File: src/rtl/ilv_vid_pkg.sv
package ilv_vid_pkg;
  localparam int ADDR_W = 13;
  localparam logic [ADDR_W-1:0] ATTR_BASE = 13'h1800;
  localparam logic [ADDR_W-1:0] ATTR_END  = 13'h1B00;

  typedef struct packed {
    logic loadBitmap;
    logic loadAttr;
    logic loadShift;
    logic active;
    logic blank;
    logic hSync;
    logic vSync;
    logic flashPhase;
  } vidStrobe_t;
endpackage

File: src/rtl/ilv_vid_ctrl.sv
module ilv_vid_ctrl
  import ilv_vid_pkg::*;
#(
  parameter int H_TOTAL       = 448,
  parameter int V_TOTAL       = 312,
  parameter int H_BLANK_START = 320,
  parameter int H_BLANK_END   = 384,
  parameter int H_SYNC_START  = 336,
  parameter int H_SYNC_END    = 368,
  parameter int V_BLANK_START = 248,
  parameter int V_BLANK_END   = 256,
  parameter int V_SYNC_START  = 248,
  parameter int V_SYNC_END    = 252,
  parameter int FLASH_LOG2    = 4
) (
  input  logic              clk,
  input  logic              rstN,
  output logic [ADDR_W-1:0] memAddr,
  output logic              memRd,
  output vidStrobe_t        strobe
);
  localparam int HW = $clog2(H_TOTAL);
  localparam int VW = $clog2(V_TOTAL);
  localparam int GW = HW - 3;
  localparam logic [HW-1:0] H_LAST    = HW'(H_TOTAL - 1);
  localparam logic [HW-1:0] H_AHEAD   = HW'(H_TOTAL - 8);
  localparam logic [HW-1:0] H_ACT     = HW'(256);
  localparam logic [HW-1:0] HB_START  = HW'(H_BLANK_START);
  localparam logic [HW-1:0] HB_END    = HW'(H_BLANK_END);
  localparam logic [HW-1:0] HS_START  = HW'(H_SYNC_START);
  localparam logic [HW-1:0] HS_END    = HW'(H_SYNC_END);
  localparam logic [VW-1:0] V_LAST    = VW'(V_TOTAL - 1);
  localparam logic [VW-1:0] V_ACT     = VW'(192);
  localparam logic [VW-1:0] VB_START  = VW'(V_BLANK_START);
  localparam logic [VW-1:0] VB_END    = VW'(V_BLANK_END);
  localparam logic [VW-1:0] VS_START  = VW'(V_SYNC_START);
  localparam logic [VW-1:0] VS_END    = VW'(V_SYNC_END);
  localparam logic [GW-1:0] G_ACT     = GW'(32);

  logic [HW-1:0]       hCnt;
  logic [VW-1:0]       vCnt;
  logic [FLASH_LOG2:0] frameCnt;
  logic                lineEnd, frameEnd;

  assign lineEnd  = (hCnt == H_LAST);
  assign frameEnd = lineEnd && (vCnt == V_LAST);

  always_ff @(posedge clk) begin
    if (!rstN) begin
      hCnt     <= H_AHEAD;
      vCnt     <= V_LAST;
      frameCnt <= '1;
    end else begin
      hCnt <= lineEnd ? '0 : hCnt + 1'b1;
      if (lineEnd) vCnt <= (vCnt == V_LAST) ? '0 : vCnt + 1'b1;
      if (frameEnd) frameCnt <= frameCnt + 1'b1;
    end
  end

  // Look-ahead fetch target: the group that is shown after the current one
  logic                lookAhead, fetchValid;
  logic [VW-1:0]       fetchY;
  logic [GW-1:0]       fetchG;
  logic [2:0]          phase;
  logic [ADDR_W-1:0]   pixAddr, attrAddr;

  always_comb begin
    lookAhead  = (hCnt >= H_AHEAD);
    fetchY     = lookAhead ? ((vCnt == V_LAST) ? '0 : vCnt + 1'b1) : vCnt;
    fetchG     = lookAhead ? '0 : hCnt[HW-1:3] + 1'b1;
    fetchValid = (fetchY < V_ACT) && (fetchG < G_ACT);
    phase      = hCnt[2:0];
    pixAddr    = {fetchY[7:6], fetchY[2:0], fetchY[5:3], fetchG[4:0]};
    attrAddr   = ATTR_BASE + ADDR_W'({fetchY[7:3], fetchG[4:0]});
    memRd      = fetchValid && (phase == 3'd0 || phase == 3'd1);
    memAddr    = !memRd ? '0 : (phase[0] ? attrAddr : pixAddr);
  end

  always_comb begin
    strobe.loadBitmap = fetchValid && (phase == 3'd1);
    strobe.loadAttr   = fetchValid && (phase == 3'd2);
    strobe.loadShift  = (phase == 3'd7);
    strobe.active     = (hCnt < H_ACT) && (vCnt < V_ACT);
    strobe.blank      = (hCnt >= HB_START && hCnt < HB_END) ||
                        (vCnt >= VB_START && vCnt < VB_END);
    strobe.hSync      = (hCnt >= HS_START) && (hCnt < HS_END);
    strobe.vSync      = (vCnt >= VS_START) && (vCnt < VS_END);
    strobe.flashPhase = frameCnt[FLASH_LOG2];
  end

  AST_POS_RANGE: assert property (@(posedge clk) disable iff (!rstN)
    (hCnt <= H_LAST) && (vCnt <= V_LAST));
  AST_FRAME_WRAP: assert property (@(posedge clk) disable iff (!rstN)
    (hCnt == '0 && vCnt == '0 && $past(rstN)) |-> $past(frameEnd));
  AST_ATTR_AFTER_PIX: assert property (@(posedge clk) disable iff (!rstN)
    (memRd && memAddr < ATTR_BASE) |=> (memRd && memAddr >= ATTR_BASE));
  AST_ADDR_BOUND: assert property (@(posedge clk) disable iff (!rstN)
    memRd |-> (memAddr < ATTR_END));
  AST_FLASH_AT_WRAP: assert property (@(posedge clk) disable iff (!rstN)
    !$stable(frameCnt) |-> (hCnt == '0 && vCnt == '0));
endmodule

File: src/rtl/ilv_vid_datapath.sv
module ilv_vid_datapath
  import ilv_vid_pkg::*;
(
  input  logic       clk,
  input  logic       rstN,
  input  vidStrobe_t strobe,
  input  logic [7:0] memData,
  input  logic [2:0] borderColor,
  output logic [3:0] colorOut,
  output logic       hSync,
  output logic       vSync,
  output logic       blank
);
  logic [7:0] bitmapNext, attrNext, shiftReg, attrCur;

  always_ff @(posedge clk) begin
    if (!rstN) begin
      bitmapNext <= '0;
      attrNext   <= '0;
      shiftReg   <= '0;
      attrCur    <= '0;
    end else begin
      if (strobe.loadBitmap) bitmapNext <= memData;
      if (strobe.loadAttr)   attrNext   <= memData;
      if (strobe.loadShift) begin
        shiftReg <= bitmapNext;
        attrCur  <= attrNext;
      end else begin
        shiftReg <= {shiftReg[6:0], 1'b0};
      end
    end
  end

  logic       swap, useInk, lit;
  logic [2:0] hue;
  logic [3:0] nextColor;

  always_comb begin
    swap      = attrCur[7] & strobe.flashPhase;
    useInk    = shiftReg[7] ^ swap;
    hue       = useInk ? attrCur[2:0] : attrCur[5:3];
    lit       = attrCur[6] && (hue != 3'd0);
    if (strobe.blank)       nextColor = 4'd0;
    else if (strobe.active) nextColor = {lit, hue};
    else                    nextColor = {1'b0, borderColor};
  end

  always_ff @(posedge clk) begin
    if (!rstN) begin
      colorOut <= '0;
      hSync    <= 1'b0;
      vSync    <= 1'b0;
      blank    <= 1'b0;
    end else begin
      colorOut <= nextColor;
      hSync    <= strobe.hSync;
      vSync    <= strobe.vSync;
      blank    <= strobe.blank;
    end
  end

  AST_BLACK_NO_BRIGHT: assert property (@(posedge clk) disable iff (!rstN)
    (colorOut[2:0] == 3'd0) |-> !colorOut[3]);
  AST_SYNC_IN_BLANK: assert property (@(posedge clk) disable iff (!rstN)
    (hSync || vSync) |-> blank);
  AST_BLANK_DARK: assert property (@(posedge clk) disable iff (!rstN)
    blank |-> (colorOut == 4'd0));
endmodule

File: src/rtl/ilv_video_gen.sv
module ilv_video_gen
  import ilv_vid_pkg::*;
#(
  parameter int H_TOTAL       = 448,
  parameter int V_TOTAL       = 312,
  parameter int H_BLANK_START = 320,
  parameter int H_BLANK_END   = 384,
  parameter int H_SYNC_START  = 336,
  parameter int H_SYNC_END    = 368,
  parameter int V_BLANK_START = 248,
  parameter int V_BLANK_END   = 256,
  parameter int V_SYNC_START  = 248,
  parameter int V_SYNC_END    = 252,
  parameter int FLASH_LOG2    = 4
) (
  input  logic        clk,
  input  logic        rstN,
  input  logic [2:0]  borderColor,
  input  logic [7:0]  memData,
  output logic [12:0] memAddr,
  output logic        memRd,
  output logic [3:0]  colorOut,
  output logic        hSync,
  output logic        vSync,
  output logic        blank
);
  vidStrobe_t strobe;

  ilv_vid_ctrl #(
    .H_TOTAL(H_TOTAL), .V_TOTAL(V_TOTAL),
    .H_BLANK_START(H_BLANK_START), .H_BLANK_END(H_BLANK_END),
    .H_SYNC_START(H_SYNC_START), .H_SYNC_END(H_SYNC_END),
    .V_BLANK_START(V_BLANK_START), .V_BLANK_END(V_BLANK_END),
    .V_SYNC_START(V_SYNC_START), .V_SYNC_END(V_SYNC_END),
    .FLASH_LOG2(FLASH_LOG2)
  ) u_ctrl (
    .clk(clk), .rstN(rstN), .memAddr(memAddr), .memRd(memRd), .strobe(strobe)
  );

  ilv_vid_datapath u_dp (
    .clk(clk), .rstN(rstN), .strobe(strobe), .memData(memData),
    .borderColor(borderColor), .colorOut(colorOut),
    .hSync(hSync), .vSync(vSync), .blank(blank)
  );
endmodule

File: config.mk
export PLATFORM = sky130hd
export DESIGN_NAME = ilv_video_gen
export DESIGN_NICKNAME = d
export VERILOG_FILES = /design/src/rtl/ilv_vid_pkg.sv /design/src/rtl/ilv_vid_ctrl.sv /design/src/rtl/ilv_vid_datapath.sv /design/src/rtl/ilv_video_gen.sv
export SDC_FILE = /design/constraint.sdc
export NUM_CORES = 1
export LEC_CHECK = 0
export CELL_PAD_IN_SITES_DETAIL_PLACEMENT = 1
export CELL_PAD_IN_SITES_GLOBAL_PLACEMENT = 1
export CORE_MARGIN = 1.5
export CORE_UTILIZATION = 46
export DETAILED_ROUTE_END_ITERATION = 10
export PLACE_DENSITY = 0.95
export SYNTH_ARGS = -nofsm -noshare
export SYNTH_HDL_FRONTEND = slang
export SYNTH_SLANG_ARGS = --single-unit
File: constraint.sdc
create_clock -name clk -period 6.7 [get_ports clk]
set_clock_uncertainty 0.15 [all_clocks]
set_input_delay 1.005 -clock clk [delete_from_list [all_inputs] [get_ports clk]]
set_output_delay 1.005 -clock clk [all_outputs]
set_load 0.01 [all_outputs]
==> run_results.csv <==
group,metric,value,unit
yosys,ys_top_cells_by_area,"dfxtp_1, mux2i_1, nand2_1, xor2_1, ha_1",
floorplan,die_area,6870,µm²
timing,fin_crit_sh,71.8,%
route,maxUsedRoutingLayer,"met4",
setup_path,critPathMaxStageDelay,620,ps
place,gp_congestion,0.864,
route,route.detailed.drc,0,
clocking,cts_setup_buffers,0,
setup_path,critical_path_arrival,3660,ps
setup_path,r2r_start,"u_ctrl.vCnt[0]",
global_route,gr-total-overflow,0,
route,antenna_left,0,
timing,fin_crit,4810,ps
clocking,cts_tree,"built",
layout,n_fill_cell,693,
global_route,antenna_found_initial,0,
floorplan,die_h,82.9,µm
pwr,total_power,0.000874,W
yosys,yosys.area.top_type,"dfxtp_1",
layout,fin_nets,372,
clocking,cts_buffers,9,
setup_path,path_delay_family,"compound AO/OA/AOI/OAI gates",
clocking,cts_max_level,3,
timing,fin_setup_tns,0,ps
clocking,clock_latency,340,ps
yosys,synthArstFlopShare,0,%
yosys,synth_edf_count,0,
floorplan,core-area,6030,µm²
clocking,cts.reportedPaths.clkPinSlew,70,ps
setup_path,regToRegSetupSlack,3720,ps
setup_path,cp.depth,9,
global_route,track_usage,22.8,%
timing,slew_headroom,31.2,%
yosys,syn_area_per_cell,9.04,µm²
clocking,cts_root_buf,"clkbuf_8",
setup_path,crit_path_end,"memAddr[10]",
floorplan,num_rows,28,
route,dr_wl_met3,321,µm
route,num_vias,2441,
setup_path,slowest_stage,"clkdlybuf4s50_1",
pwr,ir_worst_vdd,160,µV
yosys,synthesis.nets,347,
yosys,yosysSeqAreaShare,42.3,%
clocking,cts_max_path_buffers,2,
place,io_buffers,33,
route,wl_met1,3300,µm
layout,num_antenna_cells,0,
yosys,synth_seq_cells,62,
setup_path,crit_chain,"inv_1 > ha_1 > nand4b_1 > a21o_1 > o31a_1 > o21ai_2 > o2111ai_2 > nor3_1 > clkdlybuf4s50_1",
min_path,whs_path_depth,2,
yosys,yosys_warnings,0,
setup_path,crit_path_end_kind,"primary output",
layout,multiInputGateArea,1600,µm²
timing,drv_slew,0,
timing,fmax,0.208,GHz
setup_path,crit_buf_inv,2,
route,drt_iter0_drc,118,
timing,finalHoldViolations,0,
clocking,ctsResizeCount,0,
timing,tightest_slew,1030,ps
min_path,min_path_type,"flop to flop",
setup_path,worst-path-max-fanout,14,
global_route,grt_max_degree,68,
setup_path,start_kind,"flop",
floorplan,ios,34,
setup_path,cp.required,5540,ps
route,wl_per_cell,17.4,µm
clocking,cts_hold_buf,0,
route,firstDrtPassIters,5,
yosys,synth_cell_types,48,
route,via_per_inst,5.68,
floorplan,start_util,48.7,%
layout,synthToLayoutAreaGrowth,19.7,%
layout,seqCellArea,1240,µm²
setup_path,r2r-end,"u_ctrl.frameCnt[4]",
floorplan,dieWidth,82.9,µm
yosys,yosysTopAreaCellShare,42.3,%
route,wl_met2,3650,µm
place,dpl.hpwl,5020,µm
yosys,synth_cells,325,
global_route,grt_pass1_vias,2514,
yosys,netlist_area,2940,µm²
global_route,grt_pass1_wl,12400,µm
pwr,power.leakage,1.43,nW
layout,layout-drive-gt1-share,6.76,%
yosys,ys.flop_type,"dfxtp_1",
clocking,cts.sinks,62,
job,maxCapViolations,0,
setup_path,r2r_cells,7,
setup_path,worstSetupStartpoint,"u_ctrl.hCnt[0]",
pwr,power_density,249,nW/µm²
setup_path,path_class,"flop to primary output",
timing,setup_viol,0,
run_status,status,"finished, final reports clean",
route,postRouteWirelength,7490,µm
timing,rsz0062_at_grt,"false",
how the worst min path moves through the flow:
stage | from | end | slack [ps]
2_1_floorplan | u_dp.attrCur[6] | u_dp.colorOut[3] | 270
3_3_place_gp | u_dp.attrCur[6] | u_dp.colorOut[3] | 290
3_5_place_dp | u_dp.attrCur[6] | u_dp.colorOut[3] | 310
4_1_cts | u_dp.attrCur[6] | u_dp.colorOut[3] | 320
5_1_grt | u_dp.attrCur[6] | u_dp.colorOut[3] | 360
6_report | u_dp.attrCur[6] | u_dp.colorOut[3] | 320
layer usage:
metal / vias to the layer above / global-route usage [%]
li1: 1186 / -
met1: 1165 / 27.7
met2: 72 / 38.1
met3: 18 / 4.08
met4: 0 / 12.3
met5: - / 0
registers in the layout (all words and copies together), names as in the netlist:
register / cells
u_dp.shiftReg: 8
u_dp.blank: 1
u_dp.vSync: 1
u_dp.hSync: 1
u_ctrl.hCnt: 9
u_dp.attrCur: 8
u_ctrl.frameCnt: 5
u_dp.attrNext: 8
u_dp.bitmapNext: 8
u_ctrl.vCnt: 9
u_dp.colorOut: 4
synth_stat cells, drive strengths merged (2+ instances only):
library cell,count
and3b,2
nand2b,2
o211ai,2
a211oi,6
and3,8
dfxtp,62
buf,6
a21oi,8
nor4,5
nor2b,16
nand2,49
clkbuf,13
nand4b,2
and2,3
inv,3
nand3,8
nand4,6
o31ai,2
xor2,14
o311ai,2
mux2i,35
o21ai,15
nand3b,2
ha,9
nor3,11
xnor2,3
nor2,18
worst reg2reg max path: stages (launching register included):
cell and delay (ps):
dfxtp_1 450, ha_1 300, nand4_1 270, nor4_1 820
and2_1 380, nand4_1 180, xor2_1 220, nand2_1 70
layout by cell type, fill, tap and decap left out, types with 2 or more instances in the layout:
master and n:
nand4b_1 2, o211ai_1 2, o21ai_0 13, nand2_1 48
and2_1 3, xnor2_1 3, clkbuf_8 9, inv_1 2
nand4_1 4, nor3_1 11, nor2b_1 16, nand2b_1 2
clkdlybuf4s50_1 32, and3_1 8, a21oi_1 8, xor2_1 14
nand3_1 8, nor4_1 4, ha_1 9, dfxtp_1 62
nor2_1 18, nand4_2 2, nand3b_1 2, inv_6 2
o31ai_1 2, a211oi_1 6, bufinv_16 3, mux2i_1 35
and3b_1 2
cells by family (layout without fill, tap and decap cells):
family	count (synthesis)	after routing	synth area share (%)
AO/OA/AOI/OAI	43	43	9.67
XOR/XNOR	17	17	5.07
adder cells (fa/ha/maj)	9	9	3.83
buffers and inverters	22	52	3.24
flip-flops	62	62	42.3
multiplexers	35	35	11.9
AND/OR/NAND/NOR	137	137	24.0
final cells by class:
type / count / area share (%)
repair buffers: 33 / 9.25
clock buffers: 9 / 3.52
clock inverters: 7 / 3.42
multi-input cells: 241 / 45.5
flip-flops and latches: 62 / 35.3
inverters: 3 / 0.320
well taps: 75 / 2.67
stage by stage:
stage / setup WS (ps) / util [%] / std cells / instance area [µm²] / hold slack (ps)
final: 1890 / 58.3 / 430 / 3520 / 318
after global routing: 1630 / 58.3 / 430 / 3520 / 359
after CTS: 1890 / 58.3 / 430 / 3520 / 322
after detailed placement: 2280 / 54.3 / 414 / 3270 / 309
after global placement: 2490 / 54.3 / 414 / 3270 / 286
after floorplan: 3310 / - / 325 / 2940 / 271
report_power, final:
group          switching (W)  internal, W
clock               0.000157     0.000249
sequential        0.00000885     0.000379
combinational      0.0000435    0.0000374
Note: power is estimated with default switching activity, not from simulation.
